$ cat config.mk
export PLATFORM = sky130hd
export DESIGN_NAME = link_speed_seq
export DESIGN_NICKNAME = d
export VERILOG_FILES = /design/src/rtl/link_speed_seq.sv
export SDC_FILE = /design/constraint.sdc
export NUM_CORES = 1
export LEC_CHECK = 0
export ABC_AREA = 1
export BUFFER_PORTS_ARGS = -buffer_cell sky130_fd_sc_hd__buf_2
export CAP_MARGIN = 15
export CORE_MARGIN = 5
export CORE_UTILIZATION = 54
export CTS_CLUSTER_DIAMETER = 150
export CTS_CLUSTER_SIZE = 40
export DETAILED_ROUTE_END_ITERATION = 8
export PLACE_DENSITY = 0.72
export RECOVER_POWER = 25
export SLEW_MARGIN = 0
export SYNTH_ARGS = -nofsm -noshare
export SYNTH_HDL_FRONTEND = slang
export SYNTH_SLANG_ARGS = --single-unit
$ cat constraint.sdc
create_clock -name clk -period 1.6 [get_ports clk]
set_input_delay 0.24 -clock clk [delete_from_list [all_inputs] [get_ports clk]]
set_output_delay 0.24 -clock clk [all_outputs]
set_load 0.01 [all_outputs]
$ cat src/rtl/link_speed_seq.sv
module link_speed_seq #(
  parameter int LINK_TIMEOUT = 1000000,
  parameter int SPD_TRIES    = 200,
  parameter int POLL_GAP     = 100,
  parameter int CLK_KHZ      = 100000,
  parameter int HOLD_US      = 2000
) (
  input  logic       clk,
  input  logic       rst_n,
  input  logic       start,
  input  logic [1:0] max_gen,
  input  logic       link_up,
  input  logic       in_training,
  input  logic       spd_busy,
  input  logic [3:0] cur_gen,
  output logic [3:0] speed_cap,
  output logic       train_en,
  output logic       spd_req,
  output logic       rx_data_ovr,
  output logic       rx_pll_ovr,
  output logic       done,
  output logic       fail,
  output logic [3:0] neg_gen
);
  localparam int HOLD_CYC = CLK_KHZ * HOLD_US / 1000;
  localparam int TW       = $clog2(SPD_TRIES + 1);

  typedef enum logic [3:0] {
    S_IDLE, S_CAP, S_TRAIN, S_REQ, S_POLL, S_CONFIRM, S_RXRST, S_DONE, S_FAIL
  } state_t;

  state_t      st;
  logic [31:0] cnt;
  logic [TW-1:0] tries;
  logic        link_ok;

  assign link_ok     = link_up && !in_training;
  assign train_en    = (st == S_TRAIN) || (st == S_REQ) || (st == S_POLL) ||
                       (st == S_CONFIRM) || (st == S_RXRST);
  assign spd_req     = (st == S_REQ);
  assign rx_data_ovr = (st == S_RXRST);
  assign rx_pll_ovr  = (st == S_RXRST);
  assign done        = (st == S_DONE);
  assign fail        = (st == S_FAIL);

  always_ff @(posedge clk) begin
    if (!rst_n) begin
      st        <= S_IDLE;
      cnt       <= '0;
      tries     <= '0;
      speed_cap <= 4'd1;
      neg_gen   <= 4'd0;
    end else begin
      case (st)
        S_IDLE, S_DONE, S_FAIL:
          if (start) st <= S_CAP;
        S_CAP: begin
          speed_cap <= 4'd1;
          neg_gen   <= 4'd0;
          cnt       <= '0;
          st        <= S_TRAIN;
        end
        S_TRAIN:
          if (link_ok) begin
            if (max_gen == 2'd2) speed_cap <= 4'd2;
            st <= S_REQ;
          end else if (cnt == 32'(LINK_TIMEOUT - 1)) begin
            cnt <= '0;
            st  <= S_RXRST;
          end else cnt <= cnt + 1'b1;
        S_REQ: begin
          cnt   <= '0;
          tries <= '0;
          st    <= S_POLL;
        end
        S_POLL:
          if (cnt == 32'(POLL_GAP - 1)) begin
            cnt <= '0;
            if (!spd_busy) st <= S_CONFIRM;
            else if (tries == TW'(SPD_TRIES - 1)) st <= S_RXRST;
            else tries <= tries + 1'b1;
          end else cnt <= cnt + 1'b1;
        S_CONFIRM:
          if (link_ok) begin
            neg_gen <= cur_gen;
            st      <= S_DONE;
          end else if (cnt == 32'(LINK_TIMEOUT - 1)) begin
            cnt <= '0;
            st  <= S_RXRST;
          end else cnt <= cnt + 1'b1;
        S_RXRST:
          if (cnt == 32'(HOLD_CYC - 1)) begin
            cnt <= '0;
            st  <= S_FAIL;
          end else cnt <= cnt + 1'b1;
        default: st <= S_IDLE;
      endcase
    end
  end

  p_cap_gen1_at_train_r2: assert property (@(posedge clk) disable iff (!rst_n)
    $rose(train_en) |-> speed_cap == 4'd1);

  p_widen_needs_link_r4: assert property (@(posedge clk) disable iff (!rst_n)
    $rose(speed_cap[1]) |-> $past(link_up && !in_training));

  p_req_single_r5: assert property (@(posedge clk) disable iff (!rst_n)
    spd_req |=> !spd_req);

  p_done_needs_link_r7: assert property (@(posedge clk) disable iff (!rst_n)
    $rose(done) |-> $past(link_up && !in_training));

  p_fail_after_ovr_r8: assert property (@(posedge clk) disable iff (!rst_n)
    $rose(fail) |-> $past(rx_data_ovr && rx_pll_ovr));

  p_gen_clear_running_r9: assert property (@(posedge clk) disable iff (!rst_n)
    train_en |-> neg_gen == 4'd0);
endmodule

==> results of run 1 <==
-- worst max path at each step --
| stage | start | endpoint | slack (ns) | cells past startpoint |
|---|---|---|---|---|
| finish | st[1] | tries[3] | -0.31 | 12 |
| global route | st[1] | tries[3] | -0.39 | 12 |
| CTS | cnt[0] | cnt[19] | -0.1 | 12 |
| detailed placement | cnt[2] | cnt[31] | -0.16 | 11 |
| global placement | st[0] | st[3] | -0.13 | 10 |
| floorplan | cnt[1] | cnt[16] | -0.05 | 12 |
-- flip-flops by register name (all words and copies together) (netlist names) --
signal     count
speed_cap      2
neg_gen        4
st             4
cnt           32
tries          8
-- power by group through the flow --
| stage | sequential (uW) | combinational (uW) | clock [uW] |
|---|---|---|---|
| final | 1480 | 2270 | 802 |
| after global routing | 1490 | 2370 | 848 |
| after CTS | 1440 | 1920 | 786 |
| after detailed placement | 1450 | 1470 | 0 |
| after global placement | 1450 | 1450 | 0 |
| after floorplan | 1470 | 803 | 0 |
-- final cells by class --
type                       instances  area, um2
timing repair buffer             149       1150
fill                             321        826
multi-input combinational        363       2040
inverter                          63        246
tap                               72       90.1
clock inverter                     1       5.00
clock buffer                       7       86.3
sequential                        50       1030
-- layer usage --
layer  part of all wire  track usage
met1               0.35        0.292
met2               0.50        0.518
met3              0.073       0.0417
met4              0.068        0.132
met5                  0            0
-- kinds of logic (layout without fill, tap and decap cells) --
logic type                 count (synthesis)  count (layout)  share of synthesized area
and+or+nand+nor                          291             292                      0.415
DFF                                       50              50                      0.329
adders and majority gates                  2               2                    0.00823
AOI/OAI and AO/OA                         45              45                     0.0815
buffers and inverters                     73             220                      0.102
other                                      1               2                    0.00123
xor gates and xnor gates                  22              22                     0.0634
-- worst min-delay path: stages --
cell and delay [ns]:
buf_2 0.08, a21oi_2 0.04, nor2_1 0.07
-- cells in the final DEF, fill, tap and decap left out, types with 7 or more instances in the layout --
| cell type | instances |
|---|---|
| buf_4 | 111 |
| nand2_1 | 100 |
| nor2_1 | 75 |
| inv_1 | 47 |
| dfxtp_1 | 37 |
| nand3_1 | 30 |
| nor2_2 | 21 |
| buf_2 | 18 |
| a21oi_1 | 17 |
| xor2_1 | 15 |
| buf_6 | 15 |
| nand4_1 | 13 |
| inv_2 | 12 |
| nor2_4 | 12 |
| o21ai_0 | 11 |
| nand2_2 | 9 |
| dfxtp_2 | 9 |
| nor3_1 | 8 |
| nand2_4 | 7 |
| xnor2_1 | 7 |
| nand3_2 | 7 |
-- stage by stage --
step / util / total power [uW] / setup slack [ns] / instances / hold slack (ns)
after detailed placement: 0.720 / 2920 / -0.160 / 667 / 0.453
after global placement: 0.720 / 2900 / -0.125 / 667 / 0.442
final: 0.849 / 4560 / -0.309 / 705 / 0.157
after floorplan: - / 2270 / -0.0538 / 485 / 0.380
after global routing: 0.849 / 4700 / -0.390 / 705 / 0.180
after CTS: 0.807 / 4140 / -0.0979 / 696 / 0.171
-- repair_timing --
| action | CTS | global route |
|---|---|---|
| endpoints found under the setup margin | 46 | 54 |
| pin swaps | 33 | 11 |
| gates resized for setup | 67 | 57 |
| cloned | 3 | 0 |
| buffers inserted | 21 | 12 |
| hold buffers | 0 | 0 |
==> flow_summary.json, run 1 <==
{
  "cts.htree.levels": 2,
  "cts_tree": "yes",
  "startpoint_type": "register",
  "rsz0062_at_grt": "true",
  "period_minus_slack_ns": 1.91,
  "ys_types": 32,
  "clkPwrFrac": 0.176,
  "wl_per_cell_um": 17.1,
  "track_usage": 0.274,
  "path_cells": "nor2_4 -> buf_6 -> inv_2 -> nor2_4 -> inv_2 -> nor2_1 -> nor2_1 -> nor2_2 -> nand2_4 -> clkinv_4 -> nand3_1 -> a21oi_1",
  "avgSynthCellArea_um2": 6.28,
  "max_freq_mhz": 524,
  "drv_slew": 0,
  "synth_top_flop_cell": "dfxtp_1",
  "grt_pass1_wl_mm": 16.2,
  "clk_pin_slew_ns": 0.10,
  "finalHoldViolCount": 0,
  "worst_pin_slew_ns": 0.536,
  "ios": 26,
  "ff2ff_path_depth": 12,
  "r2r_slack_ns": -0.31,
  "synth_most_common_cell": "nand2_1",
  "place_congestion": 0.973,
  "tns_ns": -9.98,
  "dpl_cell_area_um2": 3940,
  "diodes": 0,
  "rows": 27,
  "cp_data_arrival_time_ns": 2.15,
  "worst-path-buf-inv": 4,
  "root_buffer": "clkbuf_8",
  "powerDensity_nw_per_um2": 980,
  "max_slew_margin": 0.643,
  "vias_per_cell": 5.66,
  "die_h_um": 85.0,
  "setup_ws_ns": -0.309,
  "holdPathStages": 3,
  "first_global_vias": 3770,
  "p_sw_uw": 1850,
  "async_flop_share": 0,
  "antenna_found_initial": 0,
  "p_seq_frac": 0.325,
  "rr_startpoint": "st[1]",
  "syn_area_um2": 3040,
  "status": "finished, violations left",
  "period_share": 1.19,
  "syn_inst": 484,
  "vdd_drop_max_v": 0.00108,
  "portBuffers": 23,
  "vias": 3992,
  "max_stage_delay_ns": 0.40,
  "first_pass_iters": 5,
  "first_iter_violations": 334,
  "worstSetupEndpointType": "register",
  "netlist_top_cells_count": "nand2_1, nor2_1, inv_1, dfxtp_1, nand3_1",
  "crit_type": "reg -> reg",
  "area_growth_pct": 52.9,
  "cts_made_buffers": 5,
  "cellLeakagePower_uw": 0.00210,
  "drv_cap": 0,
  "synth-edff-count": 0,
  "drc": 0,
  "yosysTopAreaCell": "dfxtp_1",
  "drive_above_1_share": 0.401,
  "hold_class": "in -> reg",
  "gr-total-overflow": 0,
  "nets": 646,
  "yosysSeqAreaShare": 0.329,
  "ctsLongestPathBuffers": 2,
  "start_util": 0.555,
  "switching_share": 0.407,
  "fin_area_um2": 4650,
  "cp_top_family": "simple AND/OR/NAND/NOR gates",
  "routed_wl_mm": 12.0,
  "ant_nets": 0,
  "crit_required_ns": 1.85,
  "die_w_um": 85.0,
  "dp_hpwl_mm": 6.46,
  "r2r-end": "tries[3]",
  "yosysTopAreaCellShare": 0.329,
  "setup_viol": 49,
  "crit_fanout": 8,
  "worstHoldStart": "cur_gen[2]",
  "cts.sinks": 50,
  "combinationalPowerShare": 0.499,
  "internal_power_uw": 2700,
  "die-area_um2": 7230,
  "core_area_um2": 5470,
  "ys_warn_count": 0,
  "violations": "negative setup slack",
  "ys_seq_elements": 50,
  "clk_latency_ns": 0.31,
  "fin_skew_ns": 0.00942,
  "synth_area_leaders": "dfxtp_1, nand2_1, nor2_1",
  "cp_slowest_cell": "dfxtp_4",
  "hold_path_end": "neg_gen[2]",
  "grt_max_degree": 15
}
Power figures use the tool's default switching activity.
==> run 2: changes to the inputs <==
--- a/config.mk
+++ b/config.mk
@@ -15,6 +15,7 @@
 export DETAILED_ROUTE_END_ITERATION = 8
 export PLACE_DENSITY = 0.72
 export RECOVER_POWER = 25
+export REMOVE_ABC_BUFFERS = 1
 export SLEW_MARGIN = 0
 export SYNTH_ARGS = -nofsm -noshare
 export SYNTH_HDL_FRONTEND = slang
==> run 2 against run 1 <==
The run still ends with negative setup slack left. Clock skew up 0.015 ns. Design area is 4.8% lower. Highest routed layer unchanged. Fmax down 2.7%. Critical endpoint is now cnt[10]. Flip-flop and latch count unchanged.
==> flow_summary.json, run 2 (synthesized netlist as in run 1, its figures left out) <==
{
  "cp_data_arrival_time_ns": 2.15,
  "final_cell_mix": "nand2_1, buf_4, nor2_1, inv_1, dfxtp_1",
  "period_minus_slack_ns": 1.96,
  "fin_util": 0.808,
  "startpoint_type": "register",
  "ios": 26,
  "largest_reg_flops": 32,
  "crit_type": "reg -> reg",
  "internal_power_uw": 2450,
  "dpl_cell_area_um2": 3750,
  "finalHoldViolCount": 0,
  "wl_per_cell_um": 16.2,
  "status": "finished, violations left",
  "cts_tree": "yes",
  "combinationalPowerShare": 0.473,
  "die_h_um": 85.0,
  "track_usage": 0.267,
  "root_buffer": "clkbuf_8",
  "mostFrequentLayoutCell": "nand2_1",
  "setup_viol": 47,
  "holdPathStages": 3,
  "area_growth_pct": 45.5,
  "p_sw_uw": 1770,
  "drv_slew": 0,
  "ctsLongestPathBuffers": 2,
  "cts.sinks": 50,
  "drc": 0,
  "place_congestion": 0.918,
  "dpl.cell_count": 645,
  "ant_nets": 0,
  "first_iter_violations": 421,
  "p_seq_frac": 0.347,
  "cts_hold_buf": 0,
  "gr-total-overflow": 0,
  "clkPwrFrac": 0.179,
  "diodes": 0,
  "rsz0062_at_grt": "true",
  "fin_area_um2": 4420,
  "die-area_um2": 7230,
  "grt_max_degree": 16,
  "final_cells": 672,
  "violations": "negative setup slack",
  "core_area_um2": 5470,
  "worstSetupEndpointType": "register",
  "reg_top3": "cnt (32), tries (8)",
  "period_share": 1.23,
  "grt_pass1_wl_mm": 15.9,
  "regMostFlops": "cnt",
  "routed_wl_mm": 10.9,
  "cts.htree.levels": 2,
  "tns_ns": -11.35,
  "portBuffers": 23,
  "first_pass_iters": 7,
  "ff2ff_path_depth": 12,
  "max_slew_margin": 0.639,
  "drive_above_1_share": 0.388,
  "start_util": 0.555,
  "powerDensity_nw_per_um2": 955,
  "dp_hpwl_mm": 6.20,
  "setup_ws_ns": -0.362,
  "nets": 613,
  "clk_latency_ns": 0.32,
  "cellLeakagePower_uw": 0.00193,
  "vdd_drop_max_v": 0.000818,
  "crit_required_ns": 1.79,
  "clk_pin_slew_ns": 0.09,
  "worst_pin_slew_ns": 0.541,
  "max_freq_mhz": 510,
  "antenna_found_initial": 0,
  "switching_share": 0.420,
  "hold_class": "in -> reg",
  "fin_skew_ns": 0.0241,
  "vias": 3791,
  "die_w_um": 85.0,
  "vias_per_cell": 5.64,
  "first_global_vias": 3574,
  "rows": 27,
  "crit_fanout": 8,
  "cts_made_buffers": 5,
  "drv_cap": 0
}
[run 2: cell count changes in the layout (fill, tap and decap cells not counted), moves of 3 or more]
cell / change
nand2_4: -3
dfxtp_2: +3
nand2_1: -3
dfxtp_1: -4
buf_6: -3
nand2_2: +5
buf_4: -29
[run 2: area by class of cell]
cell class | count | area (um2)
Clock inverter | 2 | 13.8
Inverter | 63 | 249
Sequential cell | 50 | 1030
Clock buffer | 6 | 72.6
Timing Repair Buffer | 117 | 900
Fill cell | 361 | 1050
Tap cell | 72 | 90.1
Multi-Input combinational cell | 362 | 2060
[run 2: critical path, stage by stage, from the launching register on]
cell	delay, ns
dfxtp_2	0.36
inv_1	0.10
nand2_1	0.08
nor2_1	0.20
nand2_1	0.14
nor2_2	0.14
nand2_1	0.09
nand2_2	0.12
nand3_4	0.10
o21ai_4	0.17
buf_6	0.16
buf_12	0.13
nor2_2	0.04
[run 2: final timing paths]
path	endpoint	slack, ns	start
max reg2reg	cnt[10]	-0.36	cnt[9]
max	cnt[10]	-0.36	cnt[9]
min	neg_gen[3]	0.15	cur_gen[3]
min reg2reg	speed_cap[0]	0.46	speed_cap[0]
[run 2: power groups by stage]
stage          sequential, uW  clock (uW)  combinational, uW
2_1_floorplan            1470           0                713
3_3_place_gp             1440           0               1330
3_5_place_dp             1450           0               1350
4_1_cts                  1450         759               1700
5_1_grt                  1470         826               2090
6_report                 1470         758               2000
[run 2: per-layer routing]
layer | global-route usage | vias up | wire (um)
met2 | 0.477 | 208 | 5120
li1 | - | 1752 | -
met5 | 0 | - | 0
met3 | 0.0408 | 81 | 753
met4 | 0.121 | 0 | 743
met1 | 0.312 | 1750 | 4270
[run 2: timing repair]
| item | in CTS | in global routing |
|---|---|---|
| setup buffers | 15 | 5 |
| cloned | 2 | 0 |
| hold endpoints to repair | 0 | 0 |
| pin swaps | 23 | 28 |
| endpoints found under the setup margin | 48 | 51 |
| gates resized for setup | 70 | 72 |
[run 2: stage by stage]
stage	power (uW)	hold WS, ns	worst slack, ns
floorplan	2180	0.324	-0.433
global placement	2770	0.439	-0.155
detailed placement	2800	0.442	-0.230
CTS	3910	0.156	-0.173
global route	4390	0.154	-0.351
finish	4220	0.152	-0.362
==> run 3: changes to the inputs <==
--- a/config.mk
+++ b/config.mk
@@ -5,15 +5,15 @@
 export SDC_FILE = /design/constraint.sdc
 export NUM_CORES = 1
 export LEC_CHECK = 0
-export ABC_AREA = 1
 export BUFFER_PORTS_ARGS = -buffer_cell sky130_fd_sc_hd__buf_2
 export CAP_MARGIN = 15
 export CORE_MARGIN = 5
-export CORE_UTILIZATION = 54
+export CORE_UTILIZATION = 53
 export CTS_CLUSTER_DIAMETER = 150
 export CTS_CLUSTER_SIZE = 40
 export DETAILED_ROUTE_END_ITERATION = 8
-export PLACE_DENSITY = 0.72
+export HOLD_SLACK_MARGIN = 0.02
+export PLACE_DENSITY = 0.71
 export RECOVER_POWER = 25
 export REMOVE_ABC_BUFFERS = 1
 export SLEW_MARGIN = 0
==> run 3 against run 2 <==
The run still ends with negative setup slack left. Critical path depth shrank 4. Register-to-register slack lost 0.20 ns. Fmax shrank 9.2%. Sequential power shrank 7%. Clock-buffer cell count shrank 1. First-iteration DRC count shrank 36%. Wire length grew 9.9%. Clock skew shrank 0.016 ns. Core utilization grew 8.7 points. Sequential share of layout area shrank 0.99 points. Highest routed layer unchanged.
==> flow_summary.json, run 3 <==
{
  "setup_ws_ns": -0.560,
  "crit_type": "reg -> reg",
  "first_pass_iters": 8,
  "portBuffers": 23,
  "grt_max_degree": 24,
  "cts_tree": "yes",
  "cts_made_buffers": 5,
  "ys_types": 62,
  "mostFrequentLayoutCell": "buf_4",
  "ant_nets": 0,
  "worstSetupEndpointType": "register",
  "die_w_um": 83.5,
  "powerDensity_nw_per_um2": 1090,
  "startpoint_type": "register",
  "cellLeakagePower_uw": 0.00185,
  "r2r_slack_ns": -0.56,
  "syn_area_um2": 2870,
  "cp_top_family": "simple AND/OR/NAND/NOR gates",
  "die_h_um": 83.5,
  "worst-path-buf-inv": 2,
  "status": "finished, violations left",
  "ios": 26,
  "first_iter_violations": 271,
  "cts.sinks": 50,
  "routed_wl_mm": 12.0,
  "yosysTopAreaCell": "dfxtp_1",
  "gr-total-overflow": 0,
  "die-area_um2": 6980,
  "track_usage": 0.268,
  "hold_class": "in -> reg",
  "finalHoldViolCount": 0,
  "clk_latency_ns": 0.31,
  "syn_inst": 351,
  "period_minus_slack_ns": 2.16,
  "violations": "negative setup slack",
  "vias_per_cell": 6.28,
  "synth_most_common_cell": "dfxtp_1",
  "path_cells": "buf_4 -> nor3_1 -> and4_4 -> a31oi_2 -> a211o_1 -> buf_6 -> and3_4 -> a32o_1",
  "diodes": 0,
  "fillers": 227,
  "dpl_cell_area_um2": 3660,
  "netlist_top_cells_count": "dfxtp_1, nor2_1, nand2_1, nand3_1, xnor2_1",
  "clk_pin_slew_ns": 0.10,
  "ctsLongestPathBuffers": 2,
  "crit_required_ns": 1.81,
  "drive_above_1_share": 0.500,
  "place_congestion": 0.876,
  "area_growth_pct": 61.6,
  "grt_pass1_wl_mm": 15.3,
  "met2WireLength_mm": 6.15,
  "root_buffer": "clkbuf_8",
  "drc": 0,
  "wl_per_cell_um": 21.5,
  "dp_hpwl_mm": 5.47,
  "max_freq_mhz": 463,
  "routed-wl-met3_um": 873,
  "largest_reg_flops": 32,
  "async_flop_share": 0,
  "drv_cap": 0,
  "highest_layer": "met4",
  "ys_seq_elements": 50,
  "avgSynthCellArea_um2": 8.16,
  "max_stage_delay_ns": 0.35,
  "synth-edff-count": 0,
  "fin_skew_ns": 0.00811,
  "final_cell_mix": "buf_4, nor2_1, dfxtp_1, buf_6, nand2_1",
  "rows": 26,
  "start_util": 0.554,
  "period_share": 1.35,
  "antenna_found_initial": 0,
  "cts.htree.levels": 2,
  "vias": 3489,
  "rsz0062_at_grt": "true",
  "cp_slowest_cell": "dfxtp_2",
  "wl_met1_mm": 4.07,
  "fin_area_um2": 4630,
  "reg_top3": "cnt (32), tries (8)",
  "vdd_drop_max_v": 0.000785,
  "setup_viol": 51,
  "crit_fanout": 3,
  "synth_top_flop_cell": "dfxtp_1",
  "drv_slew": 0,
  "regMostFlops": "cnt",
  "yosysSeqAreaShare": 0.349,
  "cp_data_arrival_time_ns": 2.37,
  "yosysTopAreaCellShare": 0.349,
  "synth_area_leaders": "dfxtp_1, nor2_1, xnor2_1",
  "first_global_vias": 3091,
  "nets": 499,
  "ys_warn_count": 0,
  "core_area_um2": 5170,
  "post-place-ws_ns": -0.603,
  "fin_total_pwr_uw": 5040
}
[run 3: changes by cell type after synthesis, sizes merged, moves of 12 or more]
cell   delta
nand3    -14
xnor2    +12
a21oi    -18
inv      -51
nand2    -88
nor2     -59
o21ai    -12
[run 3: cell families (layout without fill, tap and decap cells)]
kind of cell    count (synthesis)  in the layout  share of synthesized area
compound gates                 46             46                      0.126
flops                          50             50                      0.349
mux                             4              4                     0.0144
other cells                     1              2                    0.00131
buf+inv                        34            168                     0.0590
simple gates                  181            181                      0.340
xor+xnor                       33             33                      0.101
fa+ha+maj                       2              2                    0.00873
[run 3: cell type report]
class,count,area [um2],share of cell area
clock inverter,3,40.0,0.00865
clock buffer,5,68.8,0.0149
timing repair buffer,150,1220,0.264
multi-input combinational,268,2140,0.461
tap,70,87.6,0.0189
sequential,50,1040,0.224
inverter,10,37.5,0.00811
[run 3: final timing paths]
path / from / endpoint / depth (start not counted)
worst max-delay path: cnt[7] / cnt[1] / 8
worst min-delay path: cur_gen[2] / neg_gen[2] / 3
worst max register to register: cnt[7] / cnt[1] / 8
worst min register to register: neg_gen[2] / neg_gen[2] / 2
[run 3: tightest hold or removal path, cell delays in order]
cell and delay [ns]:
buf_2 0.10, nand3_1 0.06, a21boi_0 0.07
[run 3: per-stage QoR]
step,hold slack [ns],util,instances,setup TNS [ns]
global route,0.199,0.895,556,-24.07
finish,0.199,0.895,556,-20.97
global placement,0.445,0.707,514,-19.67
detailed placement,0.452,0.707,514,-21.88
CTS,0.193,0.837,542,-16.69
floorplan,0.302,-,328,-25.15
[run 3: power breakdown]
group	switching, uW	leakage, uW	internal (uW)
combinational	1490	0.00137	1260
clock	457	0.0000579	462
sequential	69.0	0.000414	1310
[run 3: layer usage]
layer / vias to the layer above / global-route usage
met5: - / 0
met4: 0 / 0.0936
met3: 86 / 0.0424
met2: 243 / 0.507
met1: 1662 / 0.300
li1: 1498 / -
[run 3: timing repair]
action | CTS | global route
resized for setup | 98 | 51
pin swaps | 38 | 32
hold buffers | 0 | 0
setup buffers | 20 | 17
setup endpoints to repair | 51 | 56
gates cloned | 1 | 0
